===== src/rtl/intc_pkg.sv =====
package intc_pkg;
    typedef enum logic [1:0] {
        ST_IDLE   = 2'd0,
        ST_ACTIVE = 2'd1,
        ST_GAP    = 2'd2
    } seq_state_t;

    localparam logic [11:0] A_REV     = 12'h000;
    localparam logic [11:0] A_SYSCFG  = 12'h010;
    localparam logic [11:0] A_SYSSTAT = 12'h014;
    localparam logic [11:0] A_SORTED  = 12'h040;
    localparam logic [11:0] A_CTRL    = 12'h048;
    localparam logic [11:0] A_PROT    = 12'h04C;
    localparam logic [11:0] A_IDLE    = 12'h050;
    localparam logic [11:0] A_THR     = 12'h068;
    localparam logic [11:0] A_BANK0   = 12'h080;
    localparam logic [11:0] A_LVL0    = 12'h100;

    localparam logic [4:0] SUB_MASK = 5'h04;
    localparam logic [4:0] SUB_MCLR = 5'h08;
    localparam logic [4:0] SUB_MSET = 5'h0C;
    localparam logic [4:0] SUB_PEND = 5'h18;

    localparam int PRIO_W = 6;
    localparam int BANK_W = 32;
endpackage


===== src/rtl/intc_prio_pick.sv =====
module intc_prio_pick
    import intc_pkg::*;
#(
    parameter int NUM_SRC = 96,
    parameter int IDW     = 7
) (
    input  logic [NUM_SRC-1:0]             req,
    input  logic [NUM_SRC-1:0][PRIO_W-1:0] prio,
    output logic                           found,
    output logic [IDW-1:0]                 id,
    output logic [PRIO_W-1:0]              best
);
    // Walk from the top index down; "<=" lets a lower index take a tie.
    always_comb begin
        found = 1'b0;
        id    = '0;
        best  = '1;
        for (int i = NUM_SRC - 1; i >= 0; i--) begin
            if (req[i] && (!found || prio[i] <= best)) begin
                found = 1'b1;
                id    = IDW'(i);
                best  = prio[i];
            end
        end
    end
endmodule


===== src/rtl/intc_seq_fsm.sv =====
module intc_seq_fsm
    import intc_pkg::*;
#(
    parameter int IDW = 7
) (
    input  logic           clk,
    input  logic           rst_n,
    input  logic           clr,
    input  logic           win_ok,
    input  logic [IDW-1:0] win_id,
    input  logic           ack,
    output logic           irq_o,
    output logic [IDW-1:0] act_id
);
    seq_state_t state_q, state_d;
    logic [IDW-1:0] id_q;

    // state register and latched source number
    always_ff @(posedge clk or negedge rst_n) begin
        if (!rst_n) begin
            state_q <= ST_IDLE;
            id_q    <= '0;
        end else begin
            state_q <= state_d;
            if (!clr && state_q == ST_IDLE && win_ok)
                id_q <= win_id;
        end
    end

    // transitions T_SELECT, T_ACK, T_REARM, T_CLEAR
    always_comb begin
        state_d = state_q;
        unique case (state_q)
            ST_IDLE:   if (win_ok) state_d = ST_ACTIVE;
            ST_ACTIVE: if (ack)    state_d = ST_GAP;
            ST_GAP:                state_d = ST_IDLE;
            default:               state_d = ST_IDLE;
        endcase
        if (clr)
            state_d = ST_IDLE;
    end

    // outputs
    always_comb begin
        irq_o  = (state_q == ST_ACTIVE);
        act_id = id_q;
    end


    act_hold_chk: assert property (@(posedge clk) disable iff (!rst_n)
        (irq_o && !ack && !clr) |=> (irq_o && $stable(act_id)));


    ack_gap_chk: assert property (@(posedge clk) disable iff (!rst_n)
        (irq_o && ack) |=> !irq_o);
endmodule


===== src/rtl/vec_irq_ctrl.sv =====
module vec_irq_ctrl
    import intc_pkg::*;
#(
    parameter int           NUM_SRC   = 96,
    parameter logic [3:0]   REV_MAJOR = 4'd2,
    parameter logic [3:0]   REV_MINOR = 4'd1
) (
    input  logic               clk,
    input  logic               rst_n,
    input  logic               bus_wr,
    input  logic [11:0]        bus_addr,
    input  logic [31:0]        bus_wdata,
    output logic [31:0]        bus_rdata,
    input  logic [NUM_SRC-1:0] src_lvl,
    output logic               irq_o
);
    localparam int NBANK = NUM_SRC / BANK_W;
    localparam int IDW   = $clog2(NUM_SRC);
    localparam int BKW   = $clog2(NBANK);

    if (NUM_SRC != 96 && NUM_SRC != 128) begin : g_bad_size
        $error("NUM_SRC must be 96 or 128");
    end

    logic                 srst_pend;
    logic                 autoidle_q;
    logic                 prot_q;
    logic [1:0]           idle_q;
    logic [7:0]           thr_q;
    logic [31:0]          mask_b [NBANK];
    logic [NUM_SRC-1:0]   mask_q;
    logic [7:0]           lvl_q  [NUM_SRC];
    logic [NUM_SRC-1:0][PRIO_W-1:0] prio_v;
    logic [NUM_SRC-1:0]   pend, pend_d;
    logic                 found, win_ok;
    logic [IDW-1:0]       win_id, act_id;
    logic [PRIO_W-1:0]    best;

    // address decode
    logic           wr_ok, ack;
    logic [6:0]     bk_full;
    logic           in_bank, in_lvl;
    logic [BKW-1:0] bk_sel;
    logic [4:0]     sub;
    logic [9:0]     lvl_w;
    logic [IDW-1:0] li;

    assign wr_ok   = bus_wr && !srst_pend;
    assign bk_full = bus_addr[11:5] - A_BANK0[11:5];
    assign in_bank = (bus_addr[11:5] >= A_BANK0[11:5]) && (bk_full < 7'(NBANK));
    assign bk_sel  = bk_full[BKW-1:0];
    assign sub     = bus_addr[4:0];
    assign lvl_w   = bus_addr[11:2] - A_LVL0[11:2];
    assign in_lvl  = (bus_addr >= A_LVL0) && (lvl_w < 10'(NUM_SRC)) && (bus_addr[1:0] == 2'b00);
    assign li      = lvl_w[IDW-1:0];
    assign ack     = wr_ok && (bus_addr == A_CTRL) && bus_wdata[0];

    // scalar configuration registers and soft reset sequencing
    always_ff @(posedge clk or negedge rst_n) begin
        if (!rst_n) begin
            srst_pend  <= 1'b0;
            autoidle_q <= 1'b0;
            prot_q     <= 1'b0;
            idle_q     <= 2'b00;
            thr_q      <= 8'hFF;
        end else if (srst_pend) begin
            srst_pend  <= 1'b0;
            autoidle_q <= 1'b0;
            prot_q     <= 1'b0;
            idle_q     <= 2'b00;
            thr_q      <= 8'hFF;
        end else if (wr_ok) begin
            unique case (bus_addr)
                A_SYSCFG: begin
                    autoidle_q <= bus_wdata[0];
                    srst_pend  <= bus_wdata[1];
                end
                A_PROT:  prot_q <= bus_wdata[0];
                A_IDLE:  idle_q <= bus_wdata[1:0];
                A_THR:   thr_q  <= bus_wdata[7:0];
                default: ;
            endcase
        end
    end

    // per-bank mask with direct, set and clear writes
    for (genvar gb = 0; gb < NBANK; gb++) begin : g_bank
        logic hit;
        assign hit = wr_ok && in_bank && (bk_sel == BKW'(gb));
        always_ff @(posedge clk or negedge rst_n) begin
            if (!rst_n)
                mask_b[gb] <= '1;
            else if (srst_pend)
                mask_b[gb] <= '1;
            else if (hit) begin
                if (sub == SUB_MASK) mask_b[gb] <= bus_wdata;
                if (sub == SUB_MCLR) mask_b[gb] <= mask_b[gb] & ~bus_wdata;
                if (sub == SUB_MSET) mask_b[gb] <= mask_b[gb] | bus_wdata;
            end
        end
        assign mask_q[gb*BANK_W +: BANK_W] = mask_b[gb];
    end

    // per-source level registers
    always_ff @(posedge clk or negedge rst_n) begin
        if (!rst_n) begin
            for (int i = 0; i < NUM_SRC; i++) lvl_q[i] <= '0;
        end else if (srst_pend) begin
            for (int i = 0; i < NUM_SRC; i++) lvl_q[i] <= '0;
        end else if (wr_ok && in_lvl) begin
            lvl_q[li] <= bus_wdata[7:0];
        end
    end

    for (genvar gs = 0; gs < NUM_SRC; gs++) begin : g_prio
        assign prio_v[gs] = lvl_q[gs][7:2];
    end

    assign pend = src_lvl & ~mask_q;

    always_ff @(posedge clk or negedge rst_n) begin
        if (!rst_n) pend_d <= '0;
        else        pend_d <= pend;
    end

    intc_prio_pick #(.NUM_SRC(NUM_SRC), .IDW(IDW)) u_pick (
        .req   (pend),
        .prio  (prio_v),
        .found (found),
        .id    (win_id),
        .best  (best)
    );

    assign win_ok = found && ((thr_q == 8'hFF) || ({2'b00, best} < thr_q));

    intc_seq_fsm #(.IDW(IDW)) u_seq (
        .clk    (clk),
        .rst_n  (rst_n),
        .clr    (srst_pend),
        .win_ok (win_ok),
        .win_id (win_id),
        .ack    (ack),
        .irq_o  (irq_o),
        .act_id (act_id)
    );

    // read path
    always_comb begin
        bus_rdata = '0;
        if (in_bank) begin
            if (sub == SUB_MASK) bus_rdata = mask_b[bk_sel];
            if (sub == SUB_PEND) bus_rdata = pend[bk_sel*BANK_W +: BANK_W];
        end else if (in_lvl) begin
            bus_rdata = {24'd0, lvl_q[li]};
        end else begin
            unique case (bus_addr)
                A_REV:     bus_rdata = {24'd0, REV_MAJOR, REV_MINOR};
                A_SYSCFG:  bus_rdata = {31'd0, autoidle_q};
                A_SYSSTAT: bus_rdata = {31'd0, !srst_pend};
                A_SORTED:  bus_rdata = irq_o ? {24'd0, 8'(act_id)} : 32'h80;
                A_PROT:    bus_rdata = {31'd0, prot_q};
                A_IDLE:    bus_rdata = {30'd0, idle_q};
                A_THR:     bus_rdata = {24'd0, thr_q};
                default:   bus_rdata = '0;
            endcase
        end
    end


    pick_legal_chk: assert property (@(posedge clk) disable iff (!rst_n)
        $rose(irq_o) |-> pend_d[act_id]);


    srst_clear_chk: assert property (@(posedge clk) disable iff (!rst_n)
        srst_pend |=> ((&mask_q) && !irq_o && (thr_q == 8'hFF)));


    id_range_chk: assert property (@(posedge clk) disable iff (!rst_n)
        irq_o |-> (32'(act_id) < NUM_SRC));
endmodule


===== config.mk =====
export PLATFORM = sky130hd
export DESIGN_NAME = vec_irq_ctrl
export DESIGN_NICKNAME = d
export VERILOG_FILES = /design/src/rtl/intc_pkg.sv /design/src/rtl/intc_prio_pick.sv /design/src/rtl/intc_seq_fsm.sv /design/src/rtl/vec_irq_ctrl.sv
export SDC_FILE = /design/constraint.sdc
export NUM_CORES = 2
export LEC_CHECK = 0
export ABC_CLOCK_PERIOD_IN_PS = 161900
export BUFFER_PORTS_ARGS = -buffer_cell sky130_fd_sc_hd__buf_2
export CELL_PAD_IN_SITES_DETAIL_PLACEMENT = 0
export CELL_PAD_IN_SITES_GLOBAL_PLACEMENT = 1
export CORE_MARGIN = 2
export CORE_UTILIZATION = 45
export DETAILED_ROUTE_END_ITERATION = 12
export PLACE_DENSITY_LB_ADDON = 0.1
export SYNTH_ARGS = -nofsm -noshare
export SYNTH_HDL_FRONTEND = slang
export SYNTH_SLANG_ARGS = --single-unit

===== constraint.sdc =====
create_clock -name clk -period 161.9 [get_ports clk]
set_input_delay 32.38 -clock clk [delete_from_list [all_inputs] [get_ports clk]]
set_output_delay 32.38 -clock clk [all_outputs]
set_load 0.01 [all_outputs]

# Word-level counts from Yosys, hierarchy flattened
# Index checks and enable logic that the tools add are counted.
dict set report classes {
  bitwise_logic 11
  order_cmp 103
  n_addsub 2
  n_shift 1
  reduce_logical 324
  muxes 337
  n_eq_ne 17
}
# cell count
set op_table {}
lappend op_table {{two-way mux 768 bit} 2}
lappend op_table {{bitwise mux 768 bit} 1}
lappend op_table {{two-way mux 7 bit} 96}
lappend op_table {{two-way mux 32 bit} 18}
lappend op_table {{two-way mux 6 bit} 96}
lappend op_table {{less-or-equal comparator 6 bit} 95}
lappend op_table {{logical AND 1 bit} 110}
lappend op_table {{two-way mux 1 bit} 105}
lappend op_table {{AND 32 bit} 3}
lappend op_table {{AND 96 bit} 1}
lappend op_table {{zero test 1 bit} 96}
lappend op_table {{logical OR 1 bit} 96}
lappend op_table {{NOT 96 bit} 1}
lappend op_table {{bitwise OR 32 bit} 3}
lappend op_table {{indexed part select 96 x 8 -> 32 bit} 1}
lappend op_table {{binary-select mux 32 bit (select 2 bit)} 1}
lappend op_table {{two-way mux 8 bit} 8}
lappend op_table {{== test 12 x 7 -> 1 bit, second input constant} 5}
lappend op_table {{binary-select mux 8 bit (select 7 bit)} 1}
lappend op_table {{demux 8 bit (select 7 bit)} 1}
lappend op_table {{case mux 8 bit (7 select lines)} 1}
lappend op_table {{NOT 32 bit} 1}
lappend op_table {{== test 12 x 5 -> 1 bit, second input constant} 2}
lappend op_table {{nonzero test 2 bit} 9}
lappend op_table {{26 further kinds} 42}
dict set report totals {
  wordCells 901
  input_bits 143
  register_bits 886
}

# Longest topological paths before layout
dict set report logic_depth {
  word_depth 389
  ltp_mapped 1015
  mapped_depth_nobuf 971
}

# By module
# Synthesis repeated with hierarchy kept, for this count alone.
dict set report unflattened {
  cells_unflattened 10213
  area_unflattened_um2 83024.6
}
# mod cells_each instances area_per_inst_um2 seq_area_each_um2
set modules_own_cells {}
lappend modules_own_cells {vec_irq_ctrl 5079 1 46263.1 22076.2}
lappend modules_own_cells {intc_prio_pick 5112 1 36403.7 0.0}
lappend modules_own_cells {intc_seq_fsm 22 1 357.8 225.2}

# Worst setup path after synthesis
# OpenSTA, ideal clock, no wires.
dict set report synth_timing {
  path_type {input to register}
  start {input port src_lvl[95]}
  end {register u_seq.id_q[0], in the netlist u_seq.act_id[0]}
  arrival_time_ps 201194
  stages 899
  path_slack_ps -39419
  t_required_ps 161775
  cell_sequence {nand2b_1 > nor2_1 > ha_1 > nand2b_1 > mux2_2 > o21a_1 > nor2_1 > nor2_1 > a21oi_1 > inv_1 > ha_1 > nand3_1 > nor3_1 > o2111ai_1 > a31o_1 > a31oi_4 > buf_6 > mux2_2 > (+863 left out) > ha_1 > nor2b_1 > o21a_1 > o21a_1 > o21ai_0 > nand2b_1 > a21oi_1 > o311ai_0 > dlygate4sd3_1 > nor2_1 > a221oi_1 > ha_1 > a21oi_1 > o311ai_0 > nor4b_1 > nand2_1 > o21ai_4 > mux2_4}
}
dict set report synth_via {
  elab_chain_cells 386
}
# element line
set synth_rtl {}
lappend synth_rtl {{start, declared} vec_irq_ctrl.sv:14} ;# input logic [NUM_SRC-1:0] src_lvl,
lappend synth_rtl {{AND 96 bit *} vec_irq_ctrl.sv:119} ;# assign pend = src_lvl & ~mask_q;
lappend synth_rtl {{two-way mux 6 bit / two-way mux 1 bit (equally long branches)} intc_prio_pick.sv:19} ;# if (req[i] && (!found || prio[i] <= best)) begin
lappend synth_rtl {{less-or-equal comparator 6 bit / zero test 1 bit (equally long branches)} intc_prio_pick.sv:19}
lappend synth_rtl {{logical OR 1 bit} intc_prio_pick.sv:19}
lappend synth_rtl {{logical AND 1 bit} intc_prio_pick.sv:19}
lappend synth_rtl {{two-way mux 6 bit / two-way mux 1 bit (equally long branches)} intc_prio_pick.sv:19}
lappend synth_rtl {{less-or-equal comparator 6 bit / zero test 1 bit (equally long branches)} intc_prio_pick.sv:19}
lappend synth_rtl {{logical OR 1 bit} intc_prio_pick.sv:19}
lappend synth_rtl {{(+370 left out)} -}
lappend synth_rtl {{less-or-equal comparator 6 bit / zero test 1 bit (equally long branches)} intc_prio_pick.sv:19}
lappend synth_rtl {{logical OR 1 bit} intc_prio_pick.sv:19}
lappend synth_rtl {{logical AND 1 bit} intc_prio_pick.sv:19}
lappend synth_rtl {{two-way mux 6 bit} intc_prio_pick.sv:19}
lappend synth_rtl {{< comparator 6 x 8 -> 1 bit} vec_irq_ctrl.sv:134} ;# assign win_ok = found && ((thr_q == 8'hFF) || ({2'b00, best} < thr_q));
lappend synth_rtl {{logical OR 1 bit} vec_irq_ctrl.sv:134}
lappend synth_rtl {{logical AND 1 bit} vec_irq_ctrl.sv:134}
lappend synth_rtl {{logical AND 1 bit} intc_seq_fsm.sv:25} ;# if (!clr && state_q == ST_IDLE && win_ok)
lappend synth_rtl {{end signal, assigned} intc_seq_fsm.sv:26} ;# id_q <= win_id;
lappend synth_rtl {{end, declared} intc_seq_fsm.sv:16} ;# logic [IDW-1:0] id_q;
# Every way passes the cells marked *; elsewhere a longest branch is shown, timed or not.
# A chain may end at the register's enable or synchronous reset.

==> impl_metrics.py <==
metrics = {
    "critical_path": {
        "endpoint_kind": "register",
        "cp.required_ps": 162520,
        "crit_path_frequent_cell": "sky130_fd_sc_hd__ha_1",
        "critPathSlowestCell": "sky130_fd_sc_hd__or4_4",
        "maximum_single_stage_delay_on_the_critical_path_ps": 520,
        "worst_setup_path_type": "in -> reg",
        "cp_data_arrival_time_ps": 191190,
        "setup.worst_path.start_class": "input port",
        "worst-path-max-fanout": 8,
        "worst_r2r_path_depth": 894,
    },
    "yosys": {
        "syn_area_sq_um": 82000,
        "synth-seq-cells": 886,
        "syn_area_cell_sq_um": 8.13,
        "synth-edff-count": 0,
        "synth.most_common_cell": "sky130_fd_sc_hd__nand2_1",
        "synth_top_cell_area_share_pct": 23.9,
        "yosysSeqAreaShare_pct": 27.2,
        "synthesis.nets": 10633,
        "synth_flop_cell": "sky130_fd_sc_hd__dfrtp_1",
        "yosys-top-cells-area": "sky130_fd_sc_hd__dfrtp_1 (24%), sky130_fd_sc_hd__nand2_1 (11%), sky130_fd_sc_hd__a21oi_1 (8.0%)",
        "netlist-cell-type-count": 203,
        "netlist_top_cells_count": "sky130_fd_sc_hd__nand2_1 (2,308), sky130_fd_sc_hd__a21oi_1 (1,307), sky130_fd_sc_hd__dfrtp_1 (782), sky130_fd_sc_hd__nor2_1 (620), sky130_fd_sc_hd__inv_1 (437)",
        "synth.largest_area_cell": "sky130_fd_sc_hd__dfrtp_1",
        "yosys_warnings": 0,
        "number_of_instances_in_the_synthesized_netlist": 10086,
        "postSynth.asyncResetShare_pct": 100,
    },
    "sta": {
        "timing.final.crit_share_pct": 118,
        "post-route-worst-setup-slack_ps": -28670,
        "final.setup.tns_ps": -229150,
        "drv_slew": 0,
        "finalHoldWorstSlack_ps": 516,
        "max_slew.worst_pin.slew_ps": 1250,
        "finalWorstPathRequiredPeriod_ps": 190570,
        "hold_viol": 0,
        "rsz0062_at_grt": "yes",
        "timing.fmax_mhz": 5.25,
        "timing.clock.skew_ps": 41.4,
        "setup_viol": 8,
        "timing.slew.headroom_pct": 16.2,
    },
    "clocking": {
        "cts_buffers": 105,
        "insertion_delay_ps": 740,
        "clock_sinks": 886,
        "cts_root_buf": "sky130_fd_sc_hd__clkbuf_16",
        "post_cts_hold_buffer_count": 0,
        "clk_path_buf_depth": 3,
        "cts_max_level": 3,
        "tritoncts": "done",
        "cts.reportedPaths.clkPinSlew_ps": 60,
    },
    "place": {
        "hpwl_mm": 287,
        "place.detailed.instances": 13791,
        "gpl.final_weighted_congestion": 1.03,
        "post_dp_cell_area_sq_um": 97200,
        "placement.io_buffers": 175,
    },
    "global_route": {
        "grt_overflow": 0,
        "grt_pass1_wl_mm": 559,
        "grt_pass1_vias": 85831,
        "number_of_antenna_violations_at_the_first_check_in_global_routing": 30,
        "groute.usage.overall_pct": 39.9,
        "largest_net_degree_at_the_start_of_global_routing": 157,
    },
    "final_layout": {
        "syn_to_final_growth_pct": 31.2,
        "final_layout_size_suffix_gt1_share_pct": 36.9,
        "fin_area_sq_um": 108000,
        "nFillCells": 16343,
        "multiInputGateArea_sq_um": 60300,
        "finalNonFillerCells": 14404,
        "ff_latch_area_sq_um": 22300,
        "nNetsFinal": 12467,
    },
    "outcome": {
        "violations_in_the_final_reports": "setup timing",
        "outcome": "complete, but fails checks",
    },
    "floorplan": {
        "dieArea_sq_um": 186000,
        "coreArea_sq_um": 181000,
        "io_pins": 176,
        "die_w_um": 431,
        "floorplan.rows": 156,
        "floorplan.initialDensity_pct": 45.3,
        "floorplan.die.height_um": 431,
    },
    "route": {
        "drt_pre_antenna_iters": 6,
        "viasPerCell": 6.18,
        "drtAntennaViolNets": 0,
        "detail_route.wl_per_cell_um": 26.6,
        "vias": 89032,
        "detail_route.wirelength_mm": 383,
        "drc_errors": 0,
        "detail_route.iter0.violations": 8679,
    },
    "min_path": {
        "timing.hold.worst.class": "reg -> reg",
        "hold-path-cell-count": 2,
    },
    "run": {
        "max_cap_viol_count": 0,
    },
}
flip-flops by register name, summed over array words and instances (netlist names):
name           cells
prot_q             1
idle_q             2
autoidle_q         1
lvl_q            768
mask_b            96
u_seq.act_id       7
thr_q              8
srst_pend          1
u_seq.state_q      2
critical path: cells and delay by family:
kind / cells / cell delay, ps
fa+ha+maj: 98 / 25870
mux: 50 / 12530
buf+inv: 87 / 10590
compound gates: 409 / 72700
simple gates: 232 / 33800
routing by layer:
| layer | up-vias | track usage, % | wire length, um |
|---|---|---|---|
| met2 | 4130 | 61.3 | 169000 |
| met5 | - | 0 | 138 |
| li1 | 40194 | - | - |
| met3 | 988 | 7.47 | 31700 |
| met4 | 20 | 26.3 | 29200 |
| met1 | 43700 | 51.2 | 152000 |
per-stage QoR:
| step | setup slack (ps) | util, % |
|---|---|---|
| floorplan | -26000 | - |
| global placement | -28450 | 53.7 |
| detailed placement | -32860 | 53.7 |
| CTS | -26150 | 58.1 |
| global route | -36520 | 59.4 |
| finish | -28670 | 59.4 |
worst paths after layout:
| kind | start | slack, ps | endpoint |
|---|---|---|---|
| max in group asynchronous | rst_n | 126220 | lvl_q[137] |
| min | lvl_q[497] | 520 | lvl_q[497] |
| max reg2reg | mask_b[31] | 2150 | u_seq.act_id[4] |
| max | src_lvl[95] | -28670 | u_seq.act_id[4] |
| min in group asynchronous | rst_n | 31630 | lvl_q[22] |
| min reg2reg | lvl_q[497] | 520 | lvl_q[497] |
cell usage in the layout (no fill, tap or decap), drive strengths merged, types with 37 or more instances in the layout:
cell type and n:
nand2 2319, buf 2242, a21oi 1335, dfrtp 782
nor2 644, o21ai 454, inv 446, ha 404
mux4 229, mux2i 208, nand3 199, nor3 168
clkbuf 154, a31oi 117, a21o 111, or2b 110
dfstp 104, and2 103, mux2 100, o211ai 86
and2b 86, nand4 80, o31ai 80, a211oi 78
or2 76, xnor2 75, and3 72, xor2 66
a22oi 61, o21a 60, o22ai 58, or3 56
nor4 46, a31o 41, nor2b 39, nand2b 37
layout make-up:
type,instances,share of cell area [%]
Multi-Input combinational cell,8244,56.1
Antenna cell,23,0.0535
Clock inverter,44,0.518
Inverter,441,1.54
Clock buffer,154,2.87
Tap cell,2370,2.76
Timing Repair Buffer,2242,15.5
Sequential cell,886,20.7
timing repair:
item	CTS	global route
setup buffers	292	96
setup endpoints to repair	8	8
gates resized for setup	472	295
gates cloned	6	0
pin swaps	404	335
kinds of logic after synthesis:
logic type | after synthesis | share of synthesized area, %
AND/OR/NAND/NOR | 4171 | 24.0
AO/OA/AOI/OAI | 2972 | 24.2
buffers and inverters | 961 | 6.27
flip-flops | 886 | 27.2
multiplexers | 537 | 10.4
adder cells (fa/ha/maj) | 418 | 6.34
XOR/XNOR | 141 | 1.56
Power is not shown: default switching activity piles up to over one toggle a cycle in this logic, so the estimate is an artifact.
